===== src/rtl/spi_csfwd_slave.sv =====
module spi_csfwd_slave #(
  parameter int NPIN = 8
) (
  input  logic            clk,
  input  logic            rst_n,
  input  logic            cs_n,
  input  logic            sclk,
  input  logic            sdi,
  output logic            sdo,
  output logic            sdo_oe,
  output logic [NPIN-1:0] gpio_out,
  output logic [NPIN-1:0] gpio_oe
);
  localparam int SEL_W = $clog2(NPIN);
  localparam logic [3:0] ADR_LVL = 4'd0;
  localparam logic [3:0] ADR_CP  = 4'd2;
  localparam logic [3:0] ADR_OE  = 4'd8;
  localparam logic [3:0] ADR_CSM = 4'd9;

  typedef enum logic [2:0] {ST_CMD, ST_WDAT, ST_RDAT, ST_ARM, ST_FWD, ST_HOLD} st_t;

  st_t             st;
  logic            sclk_q;
  logic [2:0]      cnt;
  logic [6:0]      sh_in;
  logic [7:0]      sh_out;
  logic [3:0]      addr;
  logic [SEL_W-1:0] sel;
  logic            sdo_q;
  logic [NPIN-1:0] reg_lvl, reg_cp, reg_oe, reg_csm;

  wire       fall      = !cs_n && sclk_q && !sclk;
  wire       rise      = !cs_n && !sclk_q && sclk;
  wire       shifting  = (st == ST_CMD) || (st == ST_WDAT) || (st == ST_RDAT);
  wire       byte_done = fall && shifting && (cnt == 3'd7);
  wire [7:0] rx        = {sh_in, sdi};
  wire [SEL_W-1:0] pin = rx[SEL_W-1:0];
  wire       fwd_on    = !cs_n && (st == ST_FWD);

  function automatic logic [7:0] rd_reg(input logic [3:0] a);
    logic [7:0] v;
    v = '0;
    case (a)
      ADR_LVL: v[NPIN-1:0] = reg_lvl;
      ADR_CP:  v[NPIN-1:0] = reg_cp;
      ADR_OE:  v[NPIN-1:0] = reg_oe;
      ADR_CSM: v[NPIN-1:0] = reg_csm;
      default: v = '0;
    endcase
    return v;
  endfunction

  always_ff @(posedge clk or negedge rst_n) begin
    if (!rst_n) begin
      st      <= ST_CMD;
      sclk_q  <= 1'b1;
      cnt     <= '0;
      sh_in   <= '0;
      sh_out  <= '0;
      addr    <= '0;
      sel     <= '0;
      sdo_q   <= 1'b0;
      reg_lvl <= '0;
      reg_cp  <= '0;
      reg_oe  <= '0;
      reg_csm <= '0;
    end else begin
      sclk_q <= sclk;
      if (cs_n) begin
        st    <= ST_CMD;
        cnt   <= '0;
        sh_in <= '0;
        sdo_q <= 1'b0;
      end else begin
        if (fall && shifting) begin
          cnt   <= cnt + 3'd1;
          sh_in <= {sh_in[5:0], sdi};
        end
        if (rise && st == ST_RDAT) begin
          sdo_q  <= sh_out[7];
          sh_out <= {sh_out[6:0], 1'b0};
        end
        if (rise && st == ST_ARM)
          st <= ST_FWD;
        if (byte_done) begin
          case (st)
            ST_CMD: begin
              casez (rx)
                8'b0100_????: begin
                  addr <= rx[3:0];
                  st   <= ST_WDAT;
                end
                8'b1000_????: begin
                  sh_out <= rd_reg(rx[3:0]);
                  st     <= ST_RDAT;
                end
                8'b1100_0???: begin
                  if (reg_oe[pin] && reg_csm[pin]) begin
                    sel <= pin;
                    st  <= reg_cp[pin] ? ST_FWD : ST_ARM;
                  end else begin
                    st <= ST_HOLD;
                  end
                end
                default: st <= ST_HOLD;
              endcase
            end
            ST_WDAT: begin
              case (addr)
                ADR_LVL: reg_lvl <= rx[NPIN-1:0];
                ADR_CP:  reg_cp  <= rx[NPIN-1:0];
                ADR_OE:  reg_oe  <= rx[NPIN-1:0];
                ADR_CSM: reg_csm <= rx[NPIN-1:0];
                default: ;
              endcase
              st <= ST_CMD;
            end
            default: st <= ST_CMD;
          endcase
        end
      end
    end
  end

  wire [NPIN-1:0] low_mask = fwd_on ? (NPIN'(1) << sel) : '0;

  assign gpio_out = (reg_csm & ~low_mask) | (~reg_csm & reg_lvl);
  assign gpio_oe  = reg_oe;
  assign sdo      = sdo_q;
  assign sdo_oe   = !cs_n && shifting;
endmodule



===== config.mk =====
export PLATFORM = sky130hd
export DESIGN_NAME = spi_csfwd_slave
export DESIGN_NICKNAME = d
export VERILOG_FILES = /design/src/rtl/spi_csfwd_slave.sv
export SDC_FILE = /design/constraint.sdc
export NUM_CORES = 1
export LEC_CHECK = 0
export ABC_AREA = 1
export BUFFER_PORTS_ARGS = -buffer_cell sky130_fd_sc_hd__buf_2
export CAP_MARGIN = 20
export CORE_MARGIN = 5
export CORE_UTILIZATION = 55
export DETAILED_ROUTE_END_ITERATION = 10
export MAX_ROUTING_LAYER = met4
export PLACE_DENSITY = 0.77
export SYNTH_ARGS = -nofsm -noshare
export SYNTH_HDL_FRONTEND = slang
export SYNTH_SLANG_ARGS = --single-unit

===== constraint.sdc =====
create_clock -name clk -period 1.9 [get_ports clk]
set_clock_uncertainty 0.15 [all_clocks]
set_input_delay 0 -clock clk [delete_from_list [all_inputs] [get_ports clk]]
set_output_delay 0 -clock clk [all_outputs]
set_load 0.01 [all_outputs]

==> flow_summary_export.csv <==
group,metric,value,unit
synth,synth_simple_gate_area_share,29.6,%
finish,nets,494,
worst_setup_path,worstPathMaxFanout,11,
grt,grt-ovfl-total,0,
synth,yosysUniqueCellTypes,32,
route,viasPerCell,5.50,
synth,synth_top_area_cell,"dfrtp_1",
clock_network,clock_latency,0.34,ns
synth,syn_area,3370,µm²
pwr,power.density,721,nW/µm²
synth,yosys.area.top_type_share,45.3,%
worst_setup_path,arrival,1.92,ns
floorplan,rows,28,
finish,nFillCells,484,
placed_design,place_ws,0.132,ns
worst_setup_path,rrSetupSlack,0.11,ns
finish,syn_to_final_growth,18.7,%
floorplan,io_pins,23,
synth,synth-xor-area-share,0,%
sta,slew_headroom,74.5,%
synth,synth_top_family_by_area,"simple AND/OR/NAND/NOR gates",
route,drt-wirelength-per-cell,15.1,µm
synth,synthesis.nets,444,
sta,worst_pin_slew,0.381,ns
floorplan,core_area,5960,µm²
route,first_pass_iters,5,
clock_network,cts-root-buf,"clkbuf_8",
worst_setup_path,startpoint_type,"flip-flop",
synth,synthMuxAreaShare,0,%
floorplan,start_util,56.6,%
route,totalWireLength,8540,µm
floorplan,die_area,7800,µm²
pwr,total_leakage_power,2.03,nW
finish,stdcell_area,4000,µm²
route,drt_iter0_markers,317,
route,drtAntennaViolNets,0,
placed_design,place.gp.congestion,0.978,
grt,track_usage,25.1,%
placed_design,port_buffers,22,
floorplan,die_w,88.3,µm
placed_design,placed_area,3670,µm²
sta,slew_viol_final,0,
worst_setup_path,critical_path_class,"reg2reg",
clock_network,cts_max_path_buffers,2,
grt,grt_pass1_wl,14300,µm
sta,rsz0062_at_grt,"no",
synth,synth-adder-area-share,0.742,%
worst_setup_path,critPathMaxStageDelay,0.44,ns
worst_setup_path,endpoint_kind,"flip-flop",
synth,synth_area_leaders,"dfrtp_1 45%, nand2_1 16%, inv_1 4.9%",
finish,antenna_cells,0,
pwr,ir_worst_vdd,0.454,mV
synth,yosysWarnings,0,
worst_setup_path,required,2.03,ns
sta,fmax,0.557,GHz
clock_network,cts_tree,"yes",
sta,hold_viol_final,0,
synth,synth-seq-cells,62,
clock_network,cts.reportedPaths.clkPinSlew,0.07,ns
synth,syn_area_per_cell,7.72,µm²
worst_setup_path,crit_path_frequent_cell,"nand2_1",
finish,drive_gt1_share,21.1,%
sta,setup_viol,0,
worst_setup_path,cp_slowest_cell,"dfrtp_1",
sta,fin_crit,1.79,ns
route,drc_errors,0,
synth,synth_cells,437,
floorplan,fp.dieH,88.3,µm
sta,finalSetupTns,0,ns
grt,grt_pass1_vias,2912,
clock_network,cts.sink_count,62,
run,max_cap_viol_count,0,
worst_setup_path,path_cells,"inv_2 > nand2_1 > nor2_1 > nand2_1 > o2111ai_1 > o21ai_1 > inv_1",
grt,grt_antenna_before_repair,0,
sta,fin_crit_sh,94.5,%
synth,synth_compound_gate_area_share,16.0,%
grt,grt_max_degree,63,
placed_design,dp_hpwl,6020,µm
min_path,hp-class,"in2async",
sta,setup_ws,0.105,ns
clock_network,h-tree-depth,3,
route,via_count,3117,
synth,yosysSeqAreaShare,46.0,%
run_status,outcome,"finished, final reports clean",
clock_network,cts_buffers,9,
-- power by group --
group	switching, W	internal, W
Sequential	0.00000796	0.00133
Clock	0.000525	0.000864
Combinational	0.000107	0.0000506
Total	0.000641	0.00224
-- synthesized netlist by cell type, drive strengths merged --
cell type and number:
nand2 145, dfrtp 61, o21ai 54, inv 51
nor2 41, nand3 21, a21oi 15, nor3 14
o22ai 11, buf 10, nand4 4, o2111ai 3
a32o 2, ha 2, a31oi 1, dfstp 1
o211ai 1
-- metrics by stage --
| stage | instances | utilization [%] | total power (W) | hold slack [ns] |
|---|---|---|---|---|
| 3_5_place_dp | 543 | 61.6 | 0.00151 | -0.115 |
| 5_1_grt | 567 | 67.2 | 0.00300 | 0.0700 |
| 2_1_floorplan | 437 | - | 0.00144 | -0.446 |
| 6_report | 567 | 67.2 | 0.00289 | 0.0174 |
| 4_1_cts | 563 | 66.3 | 0.00290 | 0.0616 |
| 3_3_place_gp | 543 | 61.6 | 0.00151 | -0.112 |
-- worst max-delay path, delay by kind of cell, from the launching register on --
kind                   cells  cell delay (ns)
AO/OA/AOI/OAI              2             0.28
flip-flops                 1             0.44
AND/OR/NAND/NOR            3             0.60
buffers and inverters      2             0.26
-- routing by layer --
metal	vias to the layer above	track usage [%]	part of all wire, %
met5	-	-	0
met4	0	10.0	2.9
met3	22	7.17	6.2
met2	97	36.7	47
met1	1473	32.9	44
li1	1525	-	-
-- flip-flops by register name (all words and copies together), names as in the netlist, 3 cells and up --
| signal | flops |
|---|---|
| addr | 4 |
| sh_out | 8 |
| st | 3 |
| reg_cp | 8 |
| cnt | 3 |
| sel | 3 |
| reg_csm | 8 |
| gpio_oe | 8 |
| reg_lvl | 8 |
| sh_in | 7 |
-- area by class of cell --
class | instances | area (µm²) | area share, %
multi-input cells | 314 | 1560 | 39.0
flip-flops and latches | 62 | 1550 | 38.8
repair buffers | 49 | 360 | 9.00
inverters | 51 | 196 | 4.91
clock buffers | 9 | 124 | 3.09
clock inverters | 7 | 113 | 2.81
well taps | 75 | 93.8 | 2.34
-- layout by cell type, fill, tap and decap left out, types with 2 or more instances in the layout --
cell type / count
nand2_2: 5
o22ai_1: 11
nor2_2: 3
a21oi_1: 14
inv_2: 6
nor3_1: 11
inv_1: 44
nand3_1: 18
dlygate4sd3_1: 4
dfrtp_1: 60
nor3_2: 2
o21ai_0: 14
bufinv_16: 3
o21ai_2: 16
a32o_1: 2
nand2_1: 140
buf_12: 3
clkinv_2: 3
nand4_4: 2
clkbuf_8: 9
buf_2: 22
nor2_1: 38
o21ai_1: 24
buf_4: 20
ha_1: 2
o2111ai_1: 3
nand3_2: 2
-- timing repair --
action,4_1_cts,5_1_grt
setup endpoints to repair,0,6
hold endpoints to repair,72,0
buffers inserted,0,4
hold buffers,4,0
resized for setup,0,1
-- cell families (layout without fill, tap and decap cells) --
group,after synthesis,count (layout)
AO/OA/AOI/OAI,87,87
adder cells (fa/ha/maj),2,2
buffers and inverters,61,116
flip-flops,62,62
AND/OR/NAND/NOR,225,225
-- worst paths after layout --
kind                       cells past startpoint      from    endpoint
max                                            7  sh_in[0]   sh_out[1]
min                                            3     rst_n  reg_csm[2]
max reg2reg                                    7  sh_in[0]   sh_out[1]
min reg2reg                                    1    cnt[0]      cnt[0]
max in group asynchronous                      3     rst_n      sclk_q
min in group clk                               2      sclk      sclk_q
(Power assumes the default switching activity.)
